[config.mk]
export PLATFORM = sky130hd
export DESIGN_NAME = wmod2n_addsub
export DESIGN_NICKNAME = d
export VERILOG_FILES = /design/src/rtl/wm_pkg.sv /design/src/rtl/wm_seq.sv /design/src/rtl/wm_word_adder.sv /design/src/rtl/wm_addr_gen.sv /design/src/rtl/wmod2n_addsub.sv
export SDC_FILE = /design/constraint.sdc
export NUM_CORES = 1
export LEC_CHECK = 0
export BUFFER_PORTS_ARGS = -buffer_cell sky130_fd_sc_hd__buf_4
export CORE_MARGIN = 2
export CORE_UTILIZATION = 59
export DETAILED_ROUTE_END_ITERATION = 8
export PLACE_DENSITY = 0.95
export SYNTH_ARGS = -nofsm -noshare
export SYNTH_HDL_FRONTEND = slang
export SYNTH_HIERARCHICAL = 1
export SYNTH_SLANG_ARGS = --single-unit
[constraint.sdc]
create_clock -name clk -period 9.35 [get_ports clk]
set_input_delay 0.935 -clock clk [delete_from_list [all_inputs] [get_ports clk]]
set_output_delay 0.935 -clock clk [all_outputs]
set_load 0.01 [all_outputs]
[src/rtl/wm_pkg.sv]
package wm_pkg;

  // Role of a register within one pass
  typedef enum logic [2:0] {
    ROLE_X,
    ROLE_Y,
    ROLE_Z,
    ROLE_T,
    ROLE_M2
  } role_e;

  typedef struct packed {
    role_e src_a;
    role_e src_b;
    role_e dst;
    logic  inv_b;   // complement second operand
    logic  zero_b;  // second operand forced to zero (copy pass)
    logic  cin0;    // carry into word 0
  } pass_cfg_t;

  // Pass schedule for both operations
  function automatic pass_cfg_t pass_cfg(input logic is_sub, input logic [1:0] pass);
    pass_cfg_t c;
    if (!is_sub) begin
      case (pass)
        2'd0:    c = '{src_a: ROLE_X, src_b: ROLE_Y,  dst: ROLE_Z, inv_b: 1'b0, zero_b: 1'b0, cin0: 1'b0};
        2'd1:    c = '{src_a: ROLE_Z, src_b: ROLE_M2, dst: ROLE_T, inv_b: 1'b1, zero_b: 1'b0, cin0: 1'b1};
        default: c = '{src_a: ROLE_T, src_b: ROLE_M2, dst: ROLE_Z, inv_b: 1'b0, zero_b: 1'b1, cin0: 1'b0};
      endcase
    end else begin
      case (pass)
        2'd0:    c = '{src_a: ROLE_X, src_b: ROLE_Y,  dst: ROLE_Z, inv_b: 1'b1, zero_b: 1'b0, cin0: 1'b1};
        default: c = '{src_a: ROLE_Z, src_b: ROLE_M2, dst: ROLE_Z, inv_b: 1'b0, zero_b: 1'b0, cin0: 1'b0};
      endcase
    end
    return c;
  endfunction

endpackage

[src/rtl/wm_seq.sv]
module wm_seq #(
  parameter int E = 7,
  localparam int WIDX_W = $clog2(E + 1)
) (
  input  logic              clk,
  input  logic              rst_n,
  input  logic              start,
  input  logic              sub_in,
  output logic              busy,
  output logic              op_sub,
  output logic [1:0]        pass,
  output logic [WIDX_W-1:0] word,
  output logic              word_act,
  output logic              pass_end,
  output logic              last_pass,
  output logic              done
);

  logic              busy_q, sub_q;
  logic [1:0]        pass_q;
  logic [WIDX_W-1:0] word_q;

  assign busy      = busy_q;
  assign op_sub    = sub_q;
  assign pass      = pass_q;
  assign word      = word_q;
  assign last_pass = sub_q ? (pass_q == 2'd1) : (pass_q == 2'd2);
  assign pass_end  = busy_q && (word_q == WIDX_W'(E));
  assign word_act  = busy_q && (word_q != WIDX_W'(E));
  assign done      = pass_end && last_pass;

  always_ff @(posedge clk or negedge rst_n) begin
    if (!rst_n) begin
      busy_q <= 1'b0;
      sub_q  <= 1'b0;
      pass_q <= 2'd0;
      word_q <= '0;
    end else if (!busy_q) begin
      if (start) begin
        busy_q <= 1'b1;
        sub_q  <= sub_in;
        pass_q <= 2'd0;
        word_q <= '0;
      end
    end else if (pass_end) begin
      word_q <= '0;
      if (last_pass) busy_q <= 1'b0;
      else           pass_q <= pass_q + 2'd1;
    end else begin
      word_q <= word_q + WIDX_W'(1);
    end
  end

endmodule

[src/rtl/wm_word_adder.sv]
module wm_word_adder #(
  parameter int W = 32
) (
  input  logic         clk,
  input  logic         rst_n,
  input  logic [W-1:0] a,
  input  logic [W-1:0] b,
  input  logic         inv_b,
  input  logic         zero_b,
  input  logic         cin0,
  input  logic         first,
  input  logic         step,
  output logic [W-1:0] sum,
  output logic         carry_q
);

  function automatic logic [W:0] add_word(input logic [W-1:0] p, input logic [W-1:0] q,
                                          input logic cin);
    return {1'b0, p} + {1'b0, q} + {{W{1'b0}}, cin};
  endfunction

  logic [W-1:0] b_eff;
  logic         cin;
  logic         cout;

  always_comb begin
    if (zero_b)     b_eff = '0;
    else if (inv_b) b_eff = ~b;
    else            b_eff = b;
    cin = first ? cin0 : carry_q;
    {cout, sum} = add_word(a, b_eff, cin);
  end

  always_ff @(posedge clk or negedge rst_n) begin
    if (!rst_n)    carry_q <= 1'b0;
    else if (step) carry_q <= cout;
  end

endmodule

[src/rtl/wm_addr_gen.sv]
module wm_addr_gen
  import wm_pkg::*;
#(
  parameter int E    = 7,
  parameter int NREG = 32,
  localparam int RW     = $clog2(NREG),
  localparam int AW     = $clog2(NREG * E),
  localparam int WIDX_W = $clog2(E + 1)
) (
  input  role_e             role,
  input  logic [RW-1:0]     sel_x,
  input  logic [RW-1:0]     sel_y,
  input  logic [RW-1:0]     sel_z,
  input  logic [RW-1:0]     sel_t,
  input  logic [RW-1:0]     sel_m2,
  input  logic [WIDX_W-1:0] word,
  output logic [AW-1:0]     addr
);

  logic [RW-1:0] idx;

  always_comb begin
    case (role)
      ROLE_X:  idx = sel_x;
      ROLE_Y:  idx = sel_y;
      ROLE_Z:  idx = sel_z;
      ROLE_T:  idx = sel_t;
      default: idx = sel_m2;
    endcase
    addr = AW'(int'(idx) * E + int'(word));
  end

endmodule

[src/rtl/wmod2n_addsub.sv]
module wmod2n_addsub
  import wm_pkg::*;
#(
  parameter int W    = 32,
  parameter int E    = 7,
  parameter int NREG = 32,
  localparam int RW     = $clog2(NREG),
  localparam int AW     = $clog2(NREG * E),
  localparam int WIDX_W = $clog2(E + 1)
) (
  input  logic          clk,
  input  logic          rst_n,
  input  logic          start,
  input  logic          sub,
  input  logic [RW-1:0] sel_x,
  input  logic [RW-1:0] sel_y,
  input  logic [RW-1:0] sel_z,
  input  logic [RW-1:0] sel_t,
  input  logic [RW-1:0] sel_m2,
  output logic          busy,
  output logic          done,
  output logic [AW-1:0] rd_a_addr,
  input  logic [W-1:0]  rd_a_data,
  output logic [AW-1:0] rd_b_addr,
  input  logic [W-1:0]  rd_b_data,
  output logic          wr_en,
  output logic [AW-1:0] wr_addr,
  output logic [W-1:0]  wr_data
);

  logic              op_sub, word_act, pass_end, last_pass;
  logic [1:0]        pass;
  logic [WIDX_W-1:0] word;
  logic [W-1:0]      sum;
  logic              carry_q;
  logic              flag0_q;   // carry out of the first pass
  logic              keep_q;    // addition: candidate is non-negative
  logic              wr_gate;
  logic              corr_en;   // correction write enabled in the last pass
  pass_cfg_t         cfg;

  wm_seq #(.E(E)) u_seq (
    .clk      (clk),
    .rst_n    (rst_n),
    .start    (start),
    .sub_in   (sub),
    .busy     (busy),
    .op_sub   (op_sub),
    .pass     (pass),
    .word     (word),
    .word_act (word_act),
    .pass_end (pass_end),
    .last_pass(last_pass),
    .done     (done)
  );

  assign cfg = pass_cfg(op_sub, pass);

  // Three address ports share one generator structure
  role_e         roles [3];
  logic [AW-1:0] addrs [3];

  assign roles[0] = cfg.src_a;
  assign roles[1] = cfg.src_b;
  assign roles[2] = cfg.dst;

  for (genvar g = 0; g < 3; g++) begin : g_addr
    wm_addr_gen #(.E(E), .NREG(NREG)) u_ag (
      .role  (roles[g]),
      .sel_x (sel_x),
      .sel_y (sel_y),
      .sel_z (sel_z),
      .sel_t (sel_t),
      .sel_m2(sel_m2),
      .word  (word),
      .addr  (addrs[g])
    );
  end

  assign rd_a_addr = addrs[0];
  assign rd_b_addr = addrs[1];
  assign wr_addr   = addrs[2];

  wm_word_adder #(.W(W)) u_add (
    .clk    (clk),
    .rst_n  (rst_n),
    .a      (rd_a_data),
    .b      (rd_b_data),
    .inv_b  (cfg.inv_b),
    .zero_b (cfg.zero_b),
    .cin0   (cfg.cin0),
    .first  (word == '0),
    .step   (word_act),
    .sum    (sum),
    .carry_q(carry_q)
  );

  // Sign bookkeeping at pass boundaries
  always_ff @(posedge clk or negedge rst_n) begin
    if (!rst_n) begin
      flag0_q <= 1'b0;
      keep_q  <= 1'b0;
    end else if (pass_end) begin
      if (pass == 2'd0) flag0_q <= carry_q;
      if (pass == 2'd1 && !op_sub) keep_q <= flag0_q | carry_q;
    end
  end

  always_comb begin
    corr_en = op_sub ? !flag0_q : keep_q;
    if (last_pass) wr_gate = corr_en;
    else           wr_gate = 1'b1;
  end

  assign wr_en   = word_act && wr_gate;
  assign wr_data = sum;

endmodule

# Word level (Yosys, flattened, before mapping)
# Cells that the tools add are included.
# totals
regBits	10
inputBits	93
output_inout_bits	59
wordCells	75
# classes
n_addsub	7
multipliers	3
eq_ne	15
mux	23
n_bitwise	3
n_reduce_logical	17
# ops
operator	count
$mux 32	2
$pmux 5 s4	3
$add 32x32->33	1
$add 33x1->33	1
$not 32->32	1
$add 8x4->8	3
$mul 5x3->8 const B	3
$pmux 11 s2	1
$eq 3x2->1 const B	6
$logic_not 3->1	4
$mux 12	1
$mux 11	1
$eq 3x1->1 const B	3
$mux 3	3
$mux 1	8
$mux 2	4
$reduce_and 2->1	3
$logic_and 1x1->1	5
$add 3x1->3 const B	1
$eq 3x3->1 const B	1
$ne 3x3->1 const B	1
$reduce_and 3->1	1
$add 2x1->2 const B	1
$eq 2x1->1 const B	1
8 further kinds	9

# Depth between registers and ports, before layout
# Gate-level depths: netlist of run 1.
# depth
depth_word	7
depth_mapped	15
depth_no_buf	14

# Cells and area by module
# The synthesis of run 1 kept the hierarchy.
# by_module_without_submodules
mod	n_inst	cells_each	area_per_inst_um2	seq_area_each_um2
wm_word_adder	1	333	2306.0	25.0
wm_addr_gen at g_addr[1].u_ag ...	2	72	752.0	0.0
wm_addr_gen at g_addr[0].u_ag	1	72	749.5	0.0
wm_seq	1	33	347.8	175.2
wmod2n_addsub	1	21	172.7	50.0

# Worst setup path before layout of run 1
# OpenSTA, ideal clock, no wires.
# synth_path
path_kind	reg-to-output
startpoint	register u_seq.pass_q[0] (netlist: u_seq/pass[0])
endpoint	output port rd_b_addr[6]
t_arrival_ns	3.952
required_time_ns	8.415
setup_slack_ns	4.463
path_stages_with_launch	14
n_path_buf	1
path_cell_list	dfrtp_1 -> or2_2 -> inv_1 -> buf_6 -> mux4_1 -> mux2_2 -> fa_1 -> inv_1 -> fa_1 -> inv_1 -> ha_1 -> a211oi_1 -> nor2_1 -> a211o_1
# synth_lines
element	line	rtl
start: declaration	wm_seq.sv:20	logic [1:0] pass_q;
start signal: assignment	wm_seq.sv:48	else pass_q <= pass_q + 2'd1;
end: declaration	wmod2n_addsub.sv:24	output logic [AW-1:0] rd_b_addr,

==> reports/metrics.cfg, run 1 <==
[floorplanning]
rows = 33
die_w_um = 96.8
core_area_um2 = 8300
initial_core_util_pct = 61.2
die_h_um = 96.8
io_pins = 152
dieArea_um2 = 9370

[worst_setup_path]
critical_path.max_stage_delay_ns = 0.82
reg2reg_slack_ns = 5.40
reg2reg_depth = 15
cp.buffers_inverters = 3
cp.depth = 12
cp_max_fo = 10
cp.required_ns = 8.42
r2r-end = u_add/carry_q
crit_path_start = u_seq/pass[0]
path_cells = nor3b_1 -> mux4_1 -> mux2_2 -> fa_1 -> inv_1 -> fa_1 -> inv_1 -> ha_1 -> a211oi_1 -> nor2_1 -> a211o_1 -> buf_4
rr_startpoint = u_seq/op_sub
crit_end = wr_addr[6]
critPathCaptureType = output pin
crit_family = adder cells
cp_slowest_cell = nor3b_1
critPathLaunchType = flip-flop
crit_type = reg -> out
cp.arrival_ns = 4.86

[synthesis]
ys_ff_latch = 10
synth_async_sr_flop_share_pct = 100
synth.avg_cell_area_um2 = 8.42
yosys.area.top_type_share_pct = 18.5
synthFlopType = dfrtp_1
yosysTopAreaCell = ha_1
yosys_warnings = 6
synth_area_leaders = ha_1, xnor2_1, fa_1, dfrtp_1, nor2_1
ys_seq_area_share_pct = 4.93
yosys.cell_types.count = 72
synthCells = 603
netlist_area_um2 = 5080
synth_edf_count = 0

[clocking]
cts_setup_buffers = 0
numClockSinks = 10
clk_latency_ns = 0.24
cts-root-buf = clkbuf_8
clockBufferDepth = 2
cts_resized = 0
htree_levels = 1
clk_pin_slew_ns = 0.05
tritoncts = yes
cts_hold_buf = 0
numCtsBuffers = 3

[sta]
hold_viol = 0
fin_ws_ns = 3.56
relSlewSlack_pct = 35.8
tightest_slew_ns = 0.961
tns_ns = 0
maxClockFrequency_mhz = 173
setup_viol = 0
slew_viol_final = 0
rsz0062_at_grt = no
period_needed_ns = 5.79
finalCritPeriodShare_pct = 62.0
finClkSkew_ns = 0.00383

[layout]
diodes = 0
fin_nets = 937
syn2layout_area_growth_pct = 24.0
final_common_cell = buf_4
drive_gt1_share_pct = 27.1
final_cell_mix = buf_4, ha_1, nor2_1

[detailed_routing]
vias_per_cell = 6.11
drt_first_pass_iters = 4
drc = 0
wl_mm = 14.4
antenna_left = 0
drt_iter0_markers = 185
post_drt_wl_per_cell_um = 16.9
vias = 5210

[grt]
grt_max_degree = 38
grt_overflow = 0
track_usage_pct = 29.9
antenna_found_initial = 0
grt_pass1_vias = 5267
grt_pass1_wl_mm = 23.7

[place]
place_ws_ns = 3.74
port_buffers = 151
gp_routability_congestion = 0.993
hpwlAfterDp_mm = 12.1

[flow_run]
maxCapViolCount = 0

[min_path]
min_path_type = in -> async

[outcome]
status = finished, final reports clean

[flip-flops by register name, summed over array words and instances, names as in the netlist]
signal,count
u_seq/word,3
u_seq/pass,2
u_seq/op_sub,1
u_seq/busy,1
keep_q,1
u_add/carry_q,1
flag0_q,1
[cells in the mapped netlist (all sizes together) (3+ instances only)]
library cell,number
a221o,5
inv,54
o22ai,3
nand3,5
nor2b,18
o21bai,3
mux2,21
a211o,5
a311oi,5
mux4,15
dfrtp,10
o211ai,4
a211oi,8
o31ai,3
clkbuf,10
nor3,5
a21o,15
and3,6
xor2,9
a31oi,9
buf,11
o21a,7
mux2i,3
nor3b,7
xnor2,56
ha,75
nand3b,3
o311ai,6
o31a,4
a21boi,3
nand2,28
nor2,65
o21ai,29
nand2b,7
a21oi,34
fa,20
[routing by layer]
layer / vias up / track usage, % / wire, µm
met5: - / 0 / 0
li1: 2462 / - / -
met4: 0 / 11.2 / 500
met3: 49 / 3.18 / 911
met2: 226 / 57.0 / 7550
met1: 2473 / 34.1 / 5440
[layout make-up]
cell class	count	area, µm²
fillers	618	2000
flip-flops and latches	10	250
repair buffers	152	1140
inverters	54	203
multi-input cells	528	4520
clock buffers	4	55.1
well taps	105	131
[cells by family after synthesis]
| family | synth area share, % |
|---|---|
| adder cells (fa/ha/maj) | 26.6 |
| AO/OA/AOI/OAI | 21.7 |
| other | 0.148 |
| XOR/XNOR | 11.2 |
| multiplexers | 12.8 |
| buffers and inverters | 7.00 |
| flip-flops | 4.93 |
| AND/OR/NAND/NOR | 15.6 |
[through the flow]
step	instances	area (µm²)	utilization (%)	hold WS, ns
after floorplan	613	5120	-	0.473
after global placement	849	6240	75.2	0.492
after detailed placement	849	6240	75.2	0.500
after CTS	853	6300	75.9	0.511
after global routing	853	6300	75.9	0.516
final	853	6300	75.9	0.509
[worst min-delay path by stage]
stage | to | depth (start not counted) | slack [ns] | start
after CTS | u_seq/word[2] | 1 | 0.51 | rst_n
final | u_seq/busy | 1 | 0.51 | rst_n
after detailed placement | flag0_q | 1 | 0.50 | flag0_q
after global placement | flag0_q | 1 | 0.49 | flag0_q
after global routing | u_seq/busy | 1 | 0.52 | rst_n
after floorplan | flag0_q | 1 | 0.47 | flag0_q
Power of run 1 is not shown: default switching activity piles up to over one toggle a cycle in this logic, so the estimate is an artifact.
==> run 2: changes to the inputs <==
--- a/config.mk
+++ b/config.mk
@@ -7,9 +7,9 @@
 export LEC_CHECK = 0
 export BUFFER_PORTS_ARGS = -buffer_cell sky130_fd_sc_hd__buf_4
 export CORE_MARGIN = 2
-export CORE_UTILIZATION = 59
+export CORE_UTILIZATION = 55
 export DETAILED_ROUTE_END_ITERATION = 8
-export PLACE_DENSITY = 0.95
+export PLACE_DENSITY = 0.94
 export SYNTH_ARGS = -nofsm -noshare
 export SYNTH_HDL_FRONTEND = slang
 export SYNTH_HIERARCHICAL = 1
==> constraint.sdc (replaced) <==
create_clock -name clk -period 5.9 [get_ports clk]
set_input_delay 0.59 -clock clk [delete_from_list [all_inputs] [get_ports clk]]
set_output_delay 0.59 -clock clk [all_outputs]
set_load 0.01 [all_outputs]
==> reports/metrics.cfg, run 2 (same netlist as run 1, synthesis figures left out) <==
[sta]
hold_viol = 0  ; unchanged
setup_viol = 0  ; unchanged
relSlewSlack_pct = 59.9  ; +24 points
tightest_slew_ns = 0.596  ; -0.365 ns
slew_viol_final = 0  ; unchanged
period_needed_ns = 5.27
maxClockFrequency_mhz = 190
rsz0062_at_grt = no
tns_ns = 0  ; unchanged
finalCritPeriodShare_pct = 89.3
finClkSkew_ns = 0.00893  ; +0.00509 ns

[worst_setup_path]
critPathCaptureType = output pin
cp_max_fo = 12  ; +2
crit_family = adder cells
critical_path.max_stage_delay_ns = 0.59  ; -0.23 ns
cp_slowest_cell = mux4_1
cp.buffers_inverters = 4  ; +1
crit_type = reg -> out
critPathLaunchType = flip-flop
cp.required_ns = 5.31  ; -3.11 ns
path_cells = or2_2 -> inv_1 -> mux4_1 -> mux2_2 -> fa_1 -> inv_1 -> fa_1 -> inv_1 -> ha_1 -> a211oi_1 -> nor2_1 -> a211o_1 -> buf_4
cp.arrival_ns = 4.68  ; -0.18 ns
critPathMostFrequentCell = inv_1

[layout]
fin_nets = 939  ; +0.21%
largest_reg_flops = 3  ; unchanged
multiInputGateArea_um2 = 4520  ; unchanged
seq_area_um2 = 250  ; unchanged
drive_gt1_share_pct = 27.3  ; +0.19 points
final_cell_mix = buf_4, ha_1, nor2_1
n_fill_cell = 743  ; +20%
diodes = 0  ; unchanged
syn2layout_area_growth_pct = 24.5
final_common_cell = buf_4

[grt]
track_usage_pct = 29.0  ; -0.97 points
grt_pass1_vias = 5176  ; -1.7%
grt_overflow = 0  ; unchanged
grt_max_degree = 33  ; -13%
antenna_found_initial = 0  ; unchanged
grt_pass1_wl_mm = 23.8  ; +0.41%

[detailed_routing]
vias = 5256  ; +0.88%
wl_mm = 14.8  ; +2.8%
vias_per_cell = 6.10  ; about the same
post_drt_wl_per_cell_um = 17.2  ; +1.9%
antenna_left = 0  ; unchanged
drt_iter0_markers = 265  ; +43%
drc = 0  ; unchanged
drt_first_pass_iters = 4  ; unchanged

[floorplanning]
initial_core_util_pct = 55.8  ; -5.4 points
rows = 35  ; +6.1%
dieArea_um2 = 10000  ; +7.0%
die_h_um = 100  ; +3.4%
core_area_um2 = 9110  ; +9.8%
die_w_um = 100  ; +3.4%
io_pins = 152  ; unchanged

[outcome]
status = finished, final reports clean

[clocking]
numClockSinks = 10  ; unchanged
cts-root-buf = clkbuf_8
numCtsBuffers = 3  ; unchanged
cts_setup_buffers = 0  ; unchanged
clk_pin_slew_ns = 0.05  ; about the same
clk_latency_ns = 0.24  ; about the same
tritoncts = yes
cts_hold_buf = 0  ; unchanged
clockBufferDepth = 2  ; unchanged
htree_levels = 1  ; unchanged
cts_resized = 0  ; unchanged

[place]
hpwlAfterDp_mm = 12.4  ; +2.7%
gp_routability_congestion = 1.00  ; +0.85%
port_buffers = 151  ; unchanged

[flow_run]
maxCapViolCount = 0  ; unchanged

[min_path]
min_path_type = in -> async

[run 2: cell types whose count changed in the layout (fill, tap and decap cells not counted), sizes merged]
cell,change
buf,+2
[run 2: cell type report]
type	count	share of cell area (%)
Multi-Input combinational cell	528	71.5
Timing Repair Buffer	154	18.3
Sequential cell	10	3.96
Inverter	54	3.21
Tap cell	111	2.20
Clock buffer	4	0.871
[run 2: routing by layer]
| metal | wire length, µm | vias up | global-route usage [%] |
|---|---|---|---|
| met5 | 0 | - | 0 |
| met4 | 403 | 0 | 8.54 |
| met3 | 1280 | 49 | 3.34 |
| met2 | 7870 | 306 | 57.4 |
| met1 | 5260 | 2430 | 32.1 |
| li1 | - | 2471 | - |
[run 2: final timing paths]
path / start / endpoint / slack (ns) / cells past startpoint
max: u_seq/pass[1] / rd_b_addr[6] / 0.63 / 13
min: rst_n / u_seq/op_sub / 0.17 / 1
max reg2reg: u_seq/op_sub / u_add/carry_q / 2.13 / 12
min reg2reg: flag0_q / flag0_q / 0.52 / 1
max in group asynchronous: rst_n / u_seq/word[2] / 5.58 / 1
min in group clk: flag0_q / flag0_q / 0.52 / 1
[run 2: worst reg2reg max path, delay by kind of cell (launching register included)]
kind | cells | cell delay, ns
buf+inv | 1 | 0.44
compound gates | 3 | 0.88
flops | 1 | 0.47
simple gates | 5 | 1.05
xor+xnor | 2 | 0.38
fa+ha+maj | 1 | 0.46
[run 2: through the flow]
stage               setup slack [ns]  hold WS (ns)  util (%)  instance area [µm²]  std cells
floorplan                       1.36         0.294         -                 5120        613
global placement                1.04         0.423      68.8                 6270        857
detailed placement             0.865         0.423      68.8                 6270        857
CTS                            0.609         0.171      69.4                 6320        861
global route                   0.373         0.167      69.4                 6320        861
finish                         0.629         0.169      69.4                 6320        861
Power of run 2 is left out for the same reason.
==> run 3: changes to the inputs <==
--- a/config.mk
+++ b/config.mk
@@ -6,10 +6,12 @@
 export NUM_CORES = 1
 export LEC_CHECK = 0
 export BUFFER_PORTS_ARGS = -buffer_cell sky130_fd_sc_hd__buf_4
+export CELL_PAD_IN_SITES_DETAIL_PLACEMENT = 1
+export CELL_PAD_IN_SITES_GLOBAL_PLACEMENT = 2
 export CORE_MARGIN = 2
-export CORE_UTILIZATION = 55
+export CORE_UTILIZATION = 31
 export DETAILED_ROUTE_END_ITERATION = 8
-export PLACE_DENSITY = 0.94
+export PLACE_DENSITY = 0.93
 export SYNTH_ARGS = -nofsm -noshare
 export SYNTH_HDL_FRONTEND = slang
 export SYNTH_HIERARCHICAL = 1
==> reports/metrics.cfg, run 3 (same netlist as run 1, synthesis figures left out) <==
[grt]
grt_pass1_wl_mm = 25.5  ; +7.2%
track_usage_pct = 17.5  ; -11 points
antenna_found_initial = 0  ; unchanged
grt_overflow = 0  ; unchanged
grt_pass1_vias = 5258  ; +1.6%
grt_max_degree = 33  ; unchanged

[clocking]
cts_resized = 0  ; unchanged
cts_setup_buffers = 0  ; unchanged
htree_levels = 1  ; unchanged
numCtsBuffers = 3  ; unchanged
cts_hold_buf = 0  ; unchanged
cts-root-buf = clkbuf_16
clk_pin_slew_ns = 0.04  ; about the same
tritoncts = yes
clk_latency_ns = 0.24  ; about the same
numClockSinks = 10  ; unchanged
clockBufferDepth = 2  ; unchanged

[floorplanning]
die_w_um = 132  ; +32%
core_area_um2 = 15900  ; +75%
rows = 46  ; +31%
die_h_um = 132  ; +32%
dieArea_um2 = 17400  ; +74%
initial_core_util_pct = 31.9  ; -24 points
io_pins = 152  ; unchanged

[worst_setup_path]
cp_max_fo = 12  ; unchanged
path_cells = or2_2 -> inv_1 -> mux4_1 -> mux2_2 -> fa_1 -> inv_1 -> fa_1 -> inv_1 -> ha_1 -> a211oi_1 -> nor2_1 -> a211o_1 -> buf_4
crit_path_start = u_seq/pass[1]
rr_startpoint = u_seq/op_sub
reg2reg_slack_ns = 2.02  ; -0.11 ns
cp.required_ns = 5.31  ; about the same
critical_path.max_stage_delay_ns = 0.59  ; about the same
cp_slowest_cell = mux4_1
critPathLaunchType = flip-flop
critPathMostFrequentCell = inv_1
cp.arrival_ns = 4.66  ; -0.02 ns
critPathCaptureType = output pin
crit_type = reg -> out

[sta]
period_needed_ns = 5.25  ; -0.0188 ns
hold_viol = 0  ; unchanged
tightest_slew_ns = 0.725  ; +0.129 ns
maxClockFrequency_mhz = 190  ; +0.36%
slew_viol_final = 0  ; unchanged
setup_viol = 0  ; unchanged
relSlewSlack_pct = 51.6  ; -8.4 points
finalCritPeriodShare_pct = 89.0  ; -0.32 points
finClkSkew_ns = 0.00365  ; -0.00527 ns
tns_ns = 0  ; unchanged
rsz0062_at_grt = no

[layout]
final_common_cell = buf_4
syn2layout_area_growth_pct = 28.0
largest_reg_flops = 3  ; unchanged
drive_gt1_share_pct = 27.3  ; unchanged
fin_nets = 939  ; unchanged
final_cell_mix = buf_4, ha_1, nor2_1
diodes = 0  ; unchanged

[detailed_routing]
drt_first_pass_iters = 4  ; unchanged
drc = 0  ; unchanged
antenna_left = 0  ; unchanged
post_drt_wl_per_cell_um = 16.4  ; -4.5%
drt_iter0_markers = 178  ; -33%
vias = 4956  ; -5.7%
vias_per_cell = 5.13  ; -16%
wl_mm = 15.9  ; +7.1%

[outcome]
status = finished, final reports clean

[flow_run]
maxCapViolCount = 0  ; unchanged

[place]
hpwlAfterDp_mm = 13.7  ; +11%
port_buffers = 151  ; unchanged
gp_routability_congestion = 0.903  ; -9.8%

[min_path]
min_path_type = in -> async

[run 3: layout make-up]
cell class	instances	area, µm²
clock buffers	4	88.8
well taps	216	270
multi-input cells	528	4520
flip-flops and latches	10	250
repair buffers	154	1170
fillers	1970	9440
inverters	54	203
[run 3: worst paths after layout]
check                           depth (start not counted)             to
max in group asynchronous                               1  u_seq/word[2]
worst max-delay path                                   13   rd_b_addr[6]
min in group clk                                        1        flag0_q
worst max register to register                         14  u_add/carry_q
worst min register to register                          1        flag0_q
worst min-delay path                                    1     u_seq/busy
[run 3: worst max-delay path: cells and delay by family (launching register included)]
| kind | cells | cell delay [ns] |
|---|---|---|
| AOI/OAI and AO/OA | 2 | 0.57 |
| and+or+nand+nor | 2 | 0.55 |
| muxes | 2 | 0.93 |
| buffers and inverters | 4 | 0.51 |
| adders and majority gates | 3 | 1.37 |
| DFF | 1 | 0.50 |
[run 3: metrics by stage]
stage	hold WS (ns)	instances	utilization [%]	area [µm²]	worst slack [ns]
after floorplan	0.294	613	-	5120	1.36
after global placement	0.428	962	40.2	6410	0.993
after detailed placement	0.432	962	40.2	6410	0.881
after CTS	0.183	966	40.8	6500	0.619
after global routing	0.183	966	40.8	6500	0.400
final	0.178	966	40.8	6500	0.648
[run 3: routing by layer]
layer	track usage (%)	up-vias	part of all wire (%)
met5	0	-	0
met4	1.81	0	0.48
met3	2.77	6	5.9
met2	34.2	137	52
met1	20.5	2349	41
li1	-	2464	-
Power of run 3 is left out for the same reason.
